File: src/rtl/hbridge_rdt_pkg.sv
package hbridge_rdt_pkg;

  typedef struct packed {
    logic a;
    logic b;
    logic c;
    logic d;
  } bridge_drive_t;

  localparam bridge_drive_t BRIDGE_OFF = '{a: 1'b0, b: 1'b0, c: 1'b0, d: 1'b0};

  // Map an applied direction and the PWM level onto the four lines.
  function automatic bridge_drive_t steer_pair(input logic fwd, input logic pwm);
    bridge_drive_t r;
    r = BRIDGE_OFF;
    if (fwd) begin
      r.a = pwm;
      r.d = 1'b1;
    end else begin
      r.c = pwm;
      r.b = 1'b1;
    end
    return r;
  endfunction

endpackage

File: src/rtl/hbridge_dir_track.sv
// Tracks the applied direction, the pending reversal request and the
// dead-time value captured when the direction bit toggled.
module hbridge_dir_track #(
  parameter int unsigned         MODE_W   = 3,
  parameter int unsigned         DT_W     = 6,
  parameter logic [MODE_W-1:0]   FWD_MODE = 3'b101,
  parameter logic [MODE_W-1:0]   REV_MODE = 3'b100
) (
  input  logic              clk,
  input  logic              rst_n,
  input  logic [MODE_W-1:0] mode_i,
  input  logic [DT_W-1:0]   dead_i,
  input  logic              sync_i,
  output logic              brush_o,
  output logic              switch_o,
  output logic              dir_o,
  output logic [DT_W-1:0]   eff_dt_o
);

  logic            want_fwd;
  logic            brush;
  logic            toggle;
  logic            pending;
  logic            switching;
  logic            dir_now;
  logic [DT_W-1:0] eff_dt;

  logic            dir_q,  dir_d;
  logic            req_q,  req_d;
  logic            wv_q,   wv_d;
  logic [DT_W-1:0] hold_q, hold_d;
  logic            hold_en;

  // Decode and request handling
  always_comb begin
    want_fwd  = (mode_i == FWD_MODE);
    brush     = want_fwd || (mode_i == REV_MODE);
    toggle    = brush && wv_q && (want_fwd != req_q);
    eff_dt    = toggle ? dead_i : hold_q;
    pending   = brush && wv_q && (want_fwd != dir_q);
    switching = pending && sync_i;
    dir_now   = (!wv_q || switching) ? want_fwd : dir_q;
  end

  // Next state
  always_comb begin
    wv_d    = brush;
    req_d   = want_fwd;
    dir_d   = brush ? dir_now : want_fwd;
    hold_en = toggle;
    hold_d  = dead_i;
  end

  // Registers
  always_ff @(posedge clk or negedge rst_n) begin
    if (!rst_n) begin
      dir_q <= 1'b0;
      req_q <= 1'b0;
      wv_q  <= 1'b0;
    end else begin
      dir_q <= dir_d;
      req_q <= req_d;
      wv_q  <= wv_d;
    end
  end

  always_ff @(posedge clk or negedge rst_n) begin
    if (!rst_n) begin
      hold_q <= '0;
    end else if (hold_en) begin
      hold_q <= hold_d;
    end
  end

  assign brush_o  = brush;
  assign switch_o = switching;
  assign dir_o    = dir_now;
  assign eff_dt_o = eff_dt;

endmodule

File: src/rtl/hbridge_blank_cnt.sv
// Dead-time down-counter: blanks the bridge for the captured count,
// starting with the sync cycle in which a reversal is applied.
module hbridge_blank_cnt #(
  parameter int unsigned DT_W = 6
) (
  input  logic            clk,
  input  logic            rst_n,
  input  logic            brush_i,
  input  logic            switch_i,
  input  logic [DT_W-1:0] eff_dt_i,
  output logic            blank_o
);

  localparam logic [DT_W-1:0] CNT_ZERO = '0;
  localparam logic [DT_W-1:0] CNT_ONE  = {{(DT_W-1){1'b0}}, 1'b1};

  logic [DT_W-1:0] cnt_q, cnt_d;
  logic            cnt_en;
  logic            dt_nonzero;
  logic            cnt_busy;

  always_comb begin
    dt_nonzero = (eff_dt_i != CNT_ZERO);
    cnt_busy   = (cnt_q != CNT_ZERO);
    cnt_en     = 1'b0;
    cnt_d      = cnt_q;
    if (!brush_i) begin
      cnt_en = cnt_busy;
      cnt_d  = CNT_ZERO;
    end else if (switch_i) begin
      cnt_en = 1'b1;
      cnt_d  = dt_nonzero ? (eff_dt_i - CNT_ONE) : CNT_ZERO;
    end else if (cnt_busy) begin
      cnt_en = 1'b1;
      cnt_d  = cnt_q - CNT_ONE;
    end
  end

  always_ff @(posedge clk or negedge rst_n) begin
    if (!rst_n) begin
      cnt_q <= CNT_ZERO;
    end else if (cnt_en) begin
      cnt_q <= cnt_d;
    end
  end

  assign blank_o = switch_i ? dt_nonzero : cnt_busy;

endmodule

File: src/rtl/hbridge_steer.sv
// Output steering: places the PWM and the held-on level on the active diagonal.
module hbridge_steer
  import hbridge_rdt_pkg::*;
(
  input  logic          en_i,
  input  logic          fwd_i,
  input  logic          pwm_i,
  output bridge_drive_t drive_o
);

  always_comb begin
    drive_o = BRIDGE_OFF;
    if (en_i) begin
      drive_o = steer_pair(fwd_i, pwm_i);
    end
  end

endmodule

File: src/rtl/hbridge_reverse_dt.sv
module hbridge_reverse_dt
  import hbridge_rdt_pkg::*;
#(
  parameter int unsigned       MODE_W   = 3,
  parameter int unsigned       DT_W     = 6,
  parameter logic [MODE_W-1:0] FWD_MODE = 3'b101,
  parameter logic [MODE_W-1:0] REV_MODE = 3'b100
) (
  input  logic              clk,
  input  logic              rst_n,
  input  logic [MODE_W-1:0] mode_i,
  input  logic [DT_W-1:0]   dead_i,
  input  logic              pwm_i,
  input  logic              sync_i,
  output logic              out_a,
  output logic              out_b,
  output logic              out_c,
  output logic              out_d
);

  logic            brush;
  logic            switching;
  logic            dir_now;
  logic [DT_W-1:0] eff_dt;
  logic            blank;
  logic            drive_en;
  bridge_drive_t   drive;

  hbridge_dir_track #(
    .MODE_W   (MODE_W),
    .DT_W     (DT_W),
    .FWD_MODE (FWD_MODE),
    .REV_MODE (REV_MODE)
  ) u_track (
    .clk      (clk),
    .rst_n    (rst_n),
    .mode_i   (mode_i),
    .dead_i   (dead_i),
    .sync_i   (sync_i),
    .brush_o  (brush),
    .switch_o (switching),
    .dir_o    (dir_now),
    .eff_dt_o (eff_dt)
  );

  hbridge_blank_cnt #(
    .DT_W (DT_W)
  ) u_blank (
    .clk      (clk),
    .rst_n    (rst_n),
    .brush_i  (brush),
    .switch_i (switching),
    .eff_dt_i (eff_dt),
    .blank_o  (blank)
  );

  assign drive_en = rst_n && brush && !blank;

  hbridge_steer u_steer (
    .en_i    (drive_en),
    .fwd_i   (dir_now),
    .pwm_i   (pwm_i),
    .drive_o (drive)
  );

  assign out_a = drive.a;
  assign out_b = drive.b;
  assign out_c = drive.c;
  assign out_d = drive.d;

endmodule

File: config.mk
export PLATFORM = sky130hd
export DESIGN_NAME = hbridge_reverse_dt
export DESIGN_NICKNAME = d
export VERILOG_FILES = /design/src/rtl/hbridge_rdt_pkg.sv /design/src/rtl/hbridge_dir_track.sv /design/src/rtl/hbridge_blank_cnt.sv /design/src/rtl/hbridge_steer.sv /design/src/rtl/hbridge_reverse_dt.sv
export SDC_FILE = /design/constraint.sdc
export NUM_CORES = 1
export LEC_CHECK = 0
export BUFFER_PORTS_ARGS = -buffer_cell sky130_fd_sc_hd__buf_2
export CORE_UTILIZATION = 45
export DETAILED_ROUTE_END_ITERATION = 16
export MAX_ROUTING_LAYER = met4
export PLACE_DENSITY = 0.73
export REMOVE_ABC_BUFFERS = 1
export SLEW_MARGIN = 0
export SYNTH_ARGS = -nofsm -noshare
export SYNTH_HDL_FRONTEND = slang
export SYNTH_SLANG_ARGS = --single-unit
File: constraint.sdc
create_clock -name clk -period 1.48 [get_ports clk]
set_input_delay 0.148 -clock clk [delete_from_list [all_inputs] [get_ports clk]]
set_output_delay 0.148 -clock clk [all_outputs]
set_load 0.02 [all_outputs]
# After elaboration in Yosys (flattened, before gate mapping)
# Index checks and enable logic that the tools add are counted.
dict set report op_classes {
  addsub 2
  eq_ne 5
  n_mux 15
  reduce_logical 13
}
# cell n
set ops {}
lappend ops {{$mux W6} 5}
lappend ops {{$reduce_bool A6 Y1} 2}
lappend ops {{$sub A6 B1 Y6 const B} 2}
lappend ops {{$mux W1} 8}
lappend ops {{$eq A3 B3 Y1 const B} 2}
lappend ops {{$logic_and A1 B1 Y1} 6}
lappend ops {{$mux W4} 1}
lappend ops {{$ne A3 B1 Y1 const B} 1}
lappend ops {{$logic_not A1 Y1} 2}
lappend ops {{$logic_or A1 B1 Y1} 2}
lappend ops {{$mux W2} 1}
lappend ops {{$ne A1 B1 Y1} 2}
lappend ops {{$reduce_and A2 Y1} 1}
dict set report word_totals {
  ff_bits 15
  inputBits 13
  output_inout_bits 4
  elab_cells 40
}

# Logic depth before layout (Yosys ltp)
# Gate-level depths: netlist of run 1.
dict set report logic_depth {
  ltp_word 10
  mapped_depth 6
  depth_no_buf 6
}

# Hierarchy
# A second synthesis of run 1 with hierarchy kept.
dict set report hier_totals {
  cells_unflattened 94
  hier_area_um2 1016.0
}
# mod n_inst cells_per_inst area_each_um2 seq_area_each_um2
set by_module_without_submodules {}
lappend by_module_without_submodules {hbridge_blank_cnt 1 61 559.3 150.1}
lappend by_module_without_submodules {hbridge_dir_track 1 28 414.1 225.2}
lappend by_module_without_submodules {hbridge_steer 1 4 33.8 0.0}
lappend by_module_without_submodules {hbridge_reverse_dt 1 1 8.8 0.0}

# Worst setup path before layout of run 1
# No wires, ideal clock.
dict set report synth_path {
  kind {reg-to-output}
  from {register u_track.hold_q[1]}
  to {output out_a}
  arrival_time_ps 1700
  required_ps 1332
  path_slack_ps -368
  stages_incl_launch_ff 5
  path_buffers 0
  path_cell_list {dfrtp_1 nor4_4 o211ai_1 o21a_1 a2111oi_2}
}
dict set report synth_between {
  elab_chain_cells 6
}
# element line_no
set synth_lines {}
lappend synth_lines {{start, declared} hbridge_dir_track.sv:31} ;# logic [DT_W-1:0] hold_q, hold_d;
lappend synth_lines {{start signal, assigned} hbridge_dir_track.sv:71} ;# hold_q <= hold_d;
lappend synth_lines {{$mux W6} hbridge_dir_track.sv:39} ;# eff_dt = toggle ? dead_i : hold_q;
lappend synth_lines {{$reduce_bool A6 Y1} hbridge_blank_cnt.sv:23} ;# dt_nonzero = (eff_dt_i != CNT_ZERO);
lappend synth_lines {{$mux W1} hbridge_blank_cnt.sv:47} ;# assign blank_o = switch_i ? dt_nonzero : cnt_busy;
lappend synth_lines {{$logic_not A1 Y1} hbridge_reverse_dt.sv:57} ;# assign drive_en = rst_n && brush && !blank;
lappend synth_lines {{$logic_and A1 B1 Y1} hbridge_reverse_dt.sv:57}
lappend synth_lines {{$mux W4} hbridge_steer.sv:13} ;# if (en_i) begin
lappend synth_lines {{end, declared} hbridge_reverse_dt.sv:15} ;# output logic out_a,
# Every way passes these cells.

# Worst setup path after layout of run 1
dict set report layout_path {
  from {register u_track.hold_q[3]}
  to {output out_a}
}
# Same word-level chain as after synthesis.

==> flow_metrics.py, run 1 <==
metrics = {
    "routing": {
        "route.detailed.drc": 0,
        "vias": 1294,
        "drt_iter0_drc": 52,
        "drtAntennaViolNets": 0,
        "wl_per_cell_um": 18.8,
        "vias_per_cell": 6.10,
        "firstDrtPassIters": 4,
        "wl_um": 3980,
    },
    "sta": {
        "timing.hold.ws_ns": 0.136,
        "finalCritPeriodShare_pct": 140,
        "tightest_slew_ns": 0.441,
        "min_period_ns": 2.08,
        "final-max-slew-violation-count": 0,
        "max_freq_ghz": 0.482,
        "finalSetupViolCount": 12,
        "slew_headroom_pct": 70.6,
        "clock_skew_ns": 0.00311,
        "worst_slack_ns": -0.595,
        "hold_viol": 0,
        "setup-tns-final_ns": -2.89,
        "rsz0062_at_grt": "yes",
    },
    "clocking": {
        "tritoncts": "done",
        "cts.sinks": 15,
        "cts-root-buf": "clkbuf_4",
        "cts.reportedPaths.clkPinSlew_ns": 0.10,
        "htree_num_levels": 1,
        "cts_buffers": 3,
        "clockBufferDepth": 2,
        "worst_skew_pair.late_latency_ns": 0.30,
    },
    "placement": {
        "place.gp.congestion": 0.886,
        "numPortBuffers": 16,
        "dpl.hpwl_um": 2480,
    },
    "global_routing": {
        "top_usage_layer": "met2",
        "grt_pass1_wl_um": 5470,
        "grt_start_max_net_pins": 16,
        "globalRouteOverflowTotal": 0,
        "antenna_found_initial": 0,
        "met1_usage_pct": 32.5,
        "grt_usage_pct": 29.4,
        "grt_use_met3_pct": 3.87,
        "grt_util_met2_pct": 52.2,
        "grt_pass1_vias": 1234,
    },
    "finish": {
        "syn_to_final_growth_pct": 69.2,
        "drive_above_1_share_pct": 60.3,
        "antenna_cells": 0,
        "fin_util_pct": 82.0,
        "layout.nets": 199,
        "nFillCells": 138,
    },
    "setup_path": {
        "worst_setup_path_end_kind": "output port",
        "worst-setup-path-type": "reg2out",
        "critPathArrivalTime_ns": 1.93,
        "critPathLaunchType": "flop",
        "required_ns": 1.33,
        "crit_fanout": 3,
    },
    "yosys": {
        "synthCells": 111,
        "synth.area.top_cells": "dfrtp_1 (34%), mux2_2 (6.2%), a2111oi_2 (4.1%), o211ai_1 (3.4%), xor2_1 (3.2%)",
        "synth_top_area_cell": "dfrtp_1",
        "synth_warnings": 0,
        "async_flop_share_pct": 100,
        "ys_seq_area_share_pct": 34.4,
        "synth_edf_count": 0,
        "yosys.cell_types.count": 44,
        "yosysTopAreaCellShare_pct": 34.4,
        "ys_seq_elements": 15,
        "syn-mean-instance-area_um2": 9.84,
        "ys.flop_type": "dfrtp_1",
        "syn-cell-area_mm2": 0.00109,
    },
    "power_and_ir_drop": {
        "power.density_mw_per_mm2": 1260,
        "peakVddDrop_v": 0.000999,
        "seq_power_share_pct": 25.4,
        "p_int_mw": 1.43,
        "netSwitchingFraction_pct": 38.6,
        "p_sw_mw": 0.902,
        "power_frac_comb_pct": 63.6,
        "p_clk_share_pct": 11.0,
        "power.leakage_nw": 0.845,
    },
    "floorplan": {
        "fp.dieW_um": 51.3,
        "start_util_pct": 48.4,
        "rows": 17,
        "pin_count": 17,
        "dieArea_mm2": 0.00263,
        "fp.coreArea_mm2": 0.00225,
        "die_y_um": 51.3,
    },
    "outcome": {
        "status": "finished, violations left",
        "violations": "negative setup slack",
    },
    "flow_run": {
        "maxCapViolCount": 0,
    },
    "worst_hold_path": {
        "min_path_type": "in2reg",
    },
}
[sequential cells by signal, indices dropped and copies added, names as in the netlist]
register / cells
u_track.dir_q: 1
u_blank.cnt_q: 6
u_track.hold_q: 6
u_track.wv_q: 1
u_track.req_q: 1
[worst max-delay path: stages (launching register included)]
cell and delay (ns):
dfrtp_1 0.44, nor4_4 0.31, o211ai_1 0.17, o21a_2 0.19, a2111oi_2 0.29, buf_2 0.22
[path summary, 6_finish.rpt]
path / startpoint / to / slack (ns) / depth (start not counted)
max: u_track.hold_q[3] / out_a / -0.60 / 5
min: mode_i[2] / u_track.wv_q / 0.14 / 3
max reg2reg: u_track.hold_q[3] / u_blank.cnt_q[0] / -0.24 / 6
min reg2reg: u_track.hold_q[4] / u_track.hold_q[4] / 0.64 / 2
max in group asynchronous: rst_n / u_blank.cnt_q[2] / 0.89 / 3
min in group asynchronous: rst_n / u_track.hold_q[3] / 0.39 / 3
[synth_stat cells, types with 3 or more instances]
library cell / instances
mux2i_1: 3
nand3_1: 4
inv_1: 4
nand2_1: 9
a21oi_1: 5
nor2_1: 5
mux2_2: 6
o211ai_1: 5
nor3_1: 3
a2111oi_2: 3
o21ai_0: 3
xor2_1: 4
dfrtp_1: 15
[cell type report]
cell class / count / area (um^2) / share of cell area (%)
clock buffers: 3 / 22.5 / 1.22
clock inverters: 1 / 5.00 / 0.271
inverters: 5 / 18.8 / 1.02
multi-input cells: 89 / 831 / 45.0
flip-flops and latches: 15 / 377 / 20.4
well taps: 28 / 35.0 / 1.90
repair buffers: 71 / 559 / 30.3
[cell families after synthesis]
logic type      count (synthesis)  synth area share [%]
xor+xnor                        6                  4.81
compound gates                 29                  20.8
simple gates                   44                  27.0
mux                             9                  8.93
buf+inv                         7                  2.86
fa+ha+maj                       1                  1.15
flops                          15                  34.4
[stage by stage]
stage / instance area [um^2] / setup WS (ns) / std cells / power [mW]
floorplan: 1080 / -0.422 / 109 / 1.12
global placement: 1490 / -0.239 / 192 / 1.54
detailed placement: 1490 / -0.280 / 192 / 1.60
CTS: 1660 / -0.513 / 207 / 2.04
global route: 1850 / -0.643 / 212 / 2.46
finish: 1850 / -0.595 / 212 / 2.34
[power groups by stage]
stage	Sequential, mW	Combinational (mW)	Clock (mW)
global placement	0.580	0.963	0
detailed placement	0.587	1.01	0
CTS	0.581	1.22	0.243
floorplan	0.594	0.526	0
finish	0.593	1.49	0.256
global route	0.603	1.58	0.277
[placed cells by master (no fill, tap or decap), types with 2 or more instances in the layout]
cell type	count
and4b_1	2
o21ai_0	3
a21oi_1	5
nand3_1	3
or3_4	2
nor3_2	3
buf_6	13
a2111oi_4	2
nand4_1	2
and2_1	2
inv_1	4
xnor2_1	2
a211o_1	2
o211ai_1	5
nand2b_1	2
clkbuf_4	3
nand2_1	6
mux2_4	5
nor2_1	5
dfrtp_1	14
a31oi_1	2
nor2b_1	2
nand2_2	3
buf_2	13
xor2_1	3
buf_4	43
[layer usage]
| layer | routed length (um) | share of wire (%) |
|---|---|---|
| met5 | 0 | 0 |
| met4 | 156 | 3.9 |
| met1 | 1480 | 37 |
| met3 | 194 | 4.9 |
| met2 | 2150 | 54 |
[timing repair]
item                       in CTS  in global routing
setup buffers                   9                  7
gates resized for setup        15                 36
setup endpoints to repair      12                 16
hold buffers                    1                  0
pin swaps                      13                 18
gates cloned                    1                  0
hold endpoints to repair       15                  0
(Power assumes the default switching activity.)
==> inputs of run 2 (changes only) <==
Settings changed: ABC_AREA set to 1, PLACE_DENSITY 0.73 to 0.71.
Clock period 1.48 ns to 2.6 ns, I/O delays scaled along.
==> run 2 against run 1 <==
  * The run now ends clean
  * Clock power is 47% lower
  * Global-route usage is 9.8 points lower
  * Clock skew is 0.0022 ns lower
  * Sequential power is 47% lower
  * Combinational power is 72% lower
  * Critical path type unchanged
  * Largest power group unchanged
==> flow_metrics.py, run 2 <==
metrics = {
    "yosys": {
        "synthCells": 151,
        "ys_seq_area_share_pct": 33.6,
        "yosys.cell_types.count": 26,
        "yosysTopAreaCellShare_pct": 33.6,
        "synth_warnings": 0,
        "async_flop_share_pct": 100,
        "yosysMostFrequentCell": "nand2_1",
        "ys_seq_elements": 15,
        "synth.area.top_cells": "dfrtp_1 (34%), nand2_1 (12%), inv_1 (7.1%), nand3_1 (5.8%), nand2_2 (4.5%)",
        "syn-mean-instance-area_um2": 7.40,
        "synth_top_area_cell": "dfrtp_1",
        "netlist_top_cells_count": "nand2_1 (37), inv_1 (21), dfrtp_1 (15), nand3_1 (13), nor2_1 (10)",
        "ys.flop_type": "dfrtp_1",
        "syn-cell-area_mm2": 0.00112,
        "synth_edf_count": 0,
    },
    "clocking": {
        "cts_buffers": 3,
        "clockBufferDepth": 2,
        "cts.sinks": 15,
        "tritoncts": "done",
        "cts.reportedPaths.clkPinSlew_ns": 0.09,
        "htree_num_levels": 1,
        "worst_skew_pair.late_latency_ns": 0.28,
        "cts-root-buf": "clkbuf_4",
        "post_cts_buffers": 0,
    },
    "setup_path": {
        "critPathLaunchType": "flop",
        "crit_fanout": 12,
        "worst_setup_path_end_kind": "output port",
        "required_ns": 2.34,
        "cp_slowest_stage_delay_ns": 0.38,
        "worst-setup-path-type": "reg2out",
        "crit_path_cell_trace": "inv_1, nand2_1, nand2_2, nand2_2, nand2_1, nand2_1, nor2_4, nand3_2, nand2_2, nand3_2, nor2_1, buf_2",
        "critPathArrivalTime_ns": 2.04,
        "crit_slowest_cell": "dfrtp_1",
    },
    "placement": {
        "placed_cells": 193,
        "dpl.hpwl_um": 1720,
        "numPortBuffers": 16,
        "dpl_cell_area_mm2": 0.00122,
        "place.gp.congestion": 0.895,
    },
    "global_routing": {
        "globalRouteOverflowTotal": 0,
        "antenna_found_initial": 0,
        "grt_usage_pct": 19.7,
        "grt_start_max_net_pins": 17,
        "grt_pass1_wl_um": 3720,
        "grt_pass1_vias": 934,
    },
    "worst_hold_path": {
        "min_path_type": "in2reg",
    },
    "routing": {
        "wl_met1_um": 912,
        "vias": 979,
        "vias_per_cell": 4.94,
        "drtAntennaViolNets": 0,
        "wl_um": 2120,
        "met3_length_um": 112,
        "firstDrtPassIters": 4,
        "route.detailed.drc": 0,
        "wl_met2_um": 1070,
        "drt_iter0_drc": 21,
        "wl_per_cell_um": 10.7,
        "top_layer": "met4",
    },
    "finish": {
        "design_area_mm2": 0.00125,
        "antenna_cells": 0,
        "layout_commonest_cell": "nand2_1",
        "stdcell_count": 198,
        "reg.largest.list": "u_blank.cnt_q x6, u_track.hold_q x6",
        "syn_to_final_growth_pct": 12.3,
        "drive_above_1_share_pct": 28.8,
        "layout.nets": 185,
        "nFillCells": 212,
        "final_cell_mix": "nand2_1 (36), inv_1 (21), buf_2 (16), dfrtp_1 (15), nand3_1 (13)",
    },
    "sta": {
        "setup-tns-final_ns": 0,
        "final-max-slew-violation-count": 0,
        "finalSetupViolCount": 0,
        "max_freq_ghz": 0.434,
        "clock_skew_ns": 0.000908,
        "tightest_slew_ns": 0.356,
        "timing.hold.ws_ns": 0.282,
        "hold_viol": 0,
        "min_period_ns": 2.30,
        "finalCritPeriodShare_pct": 88.5,
        "slew_headroom_pct": 76.2,
        "rsz0062_at_grt": "no",
    },
    "power_and_ir_drop": {
        "seq_power_share_pct": 36.4,
        "p_int_mw": 0.503,
        "peakVddDrop_v": 0.000354,
        "p_sw_mw": 0.356,
        "power_frac_comb_pct": 47.8,
        "power.leakage_nw": 0.680,
        "p_clk_share_pct": 15.8,
        "power.density_mw_per_mm2": 684,
        "netSwitchingFraction_pct": 41.4,
    },
    "outcome": {
        "status": "complete, no violations",
    },
    "flow_run": {
        "maxCapViolCount": 0,
    },
    "floorplan": {
        "start_util_pct": 49.1,
        "die_y_um": 51.8,
        "dieArea_mm2": 0.00269,
        "rows": 17,
        "fp.coreArea_mm2": 0.00228,
        "fp.dieW_um": 51.8,
        "pin_count": 17,
    },
}
-- run 2: cell families after synthesis --
kind of cell | synth area share [%]
buffers and inverters | 11.1
DFF | 33.6
and+or+nand+nor | 43.2
AOI/OAI and AO/OA | 8.62
adders and majority gates | 1.12
xor gates and xnor gates | 2.35
-- run 2: power groups by stage --
stage	clock [mW]	sequential [mW]	combinational [mW]
4_1_cts	0.138	0.313	0.413
6_report	0.136	0.312	0.411
2_1_floorplan	0	0.310	0.316
5_1_grt	0.148	0.318	0.467
3_5_place_dp	0	0.317	0.409
3_3_place_gp	0	0.315	0.401
-- run 2: critical path: cells and delay by family, from the launching register on --
kind | cells | cell delay, ns
AND/OR/NAND/NOR | 10 | 1.14
flip-flops | 1 | 0.38
buffers and inverters | 2 | 0.22
-- run 2: area by class of cell --
class	count	area [um^2]	share of cell area (%)
inverter	26	100	7.98
clock buffer	4	26.3	2.09
multi-input combinational	107	621	49.5
sequential	15	375	29.9
tap	28	35.0	2.79
timing repair buffer	18	97.6	7.78
-- run 2: per-layer routing --
layer  GRT usage [%]  up-vias
met5               -        -
met4            9.01        0
met1            22.2      444
met2            33.3       24
met3            3.80        2
li1                -      509
-- run 2: metrics by stage --
| step | setup slack (ns) | power, mW | utilization [%] |
|---|---|---|---|
| finish | 0.298 | 0.858 | 55.1 |
| global route | 0.0673 | 0.933 | 55.1 |
| CTS | 0.159 | 0.864 | 55.0 |
| detailed placement | 0.471 | 0.726 | 53.4 |
| global placement | 0.539 | 0.716 | 53.4 |
| floorplan | 0.650 | 0.626 | - |
-- run 2: repair_timing --
action,in CTS,in global routing
setup endpoints to repair,0,4
endpoints found under the hold margin,15,0
resized for setup,0,1
hold buffers,1,0
-- run 2: final timing paths --
| kind | startpoint | endpoint | slack, ns | cells after the start |
|---|---|---|---|---|
| setup / recovery | u_track.req_q | out_c | 0.30 | 12 |
| hold / removal | dead_i[5] | u_track.hold_q[5] | 0.28 | 3 |
| setup reg to reg | u_track.req_q | u_blank.cnt_q[0] | 0.93 | 12 |
| hold reg to reg | u_track.hold_q[5] | u_track.hold_q[5] | 0.54 | 2 |
| max in group asynchronous | rst_n | u_track.hold_q[4] | 1.93 | 2 |
| min in group asynchronous | rst_n | u_track.hold_q[0] | 0.41 | 2 |
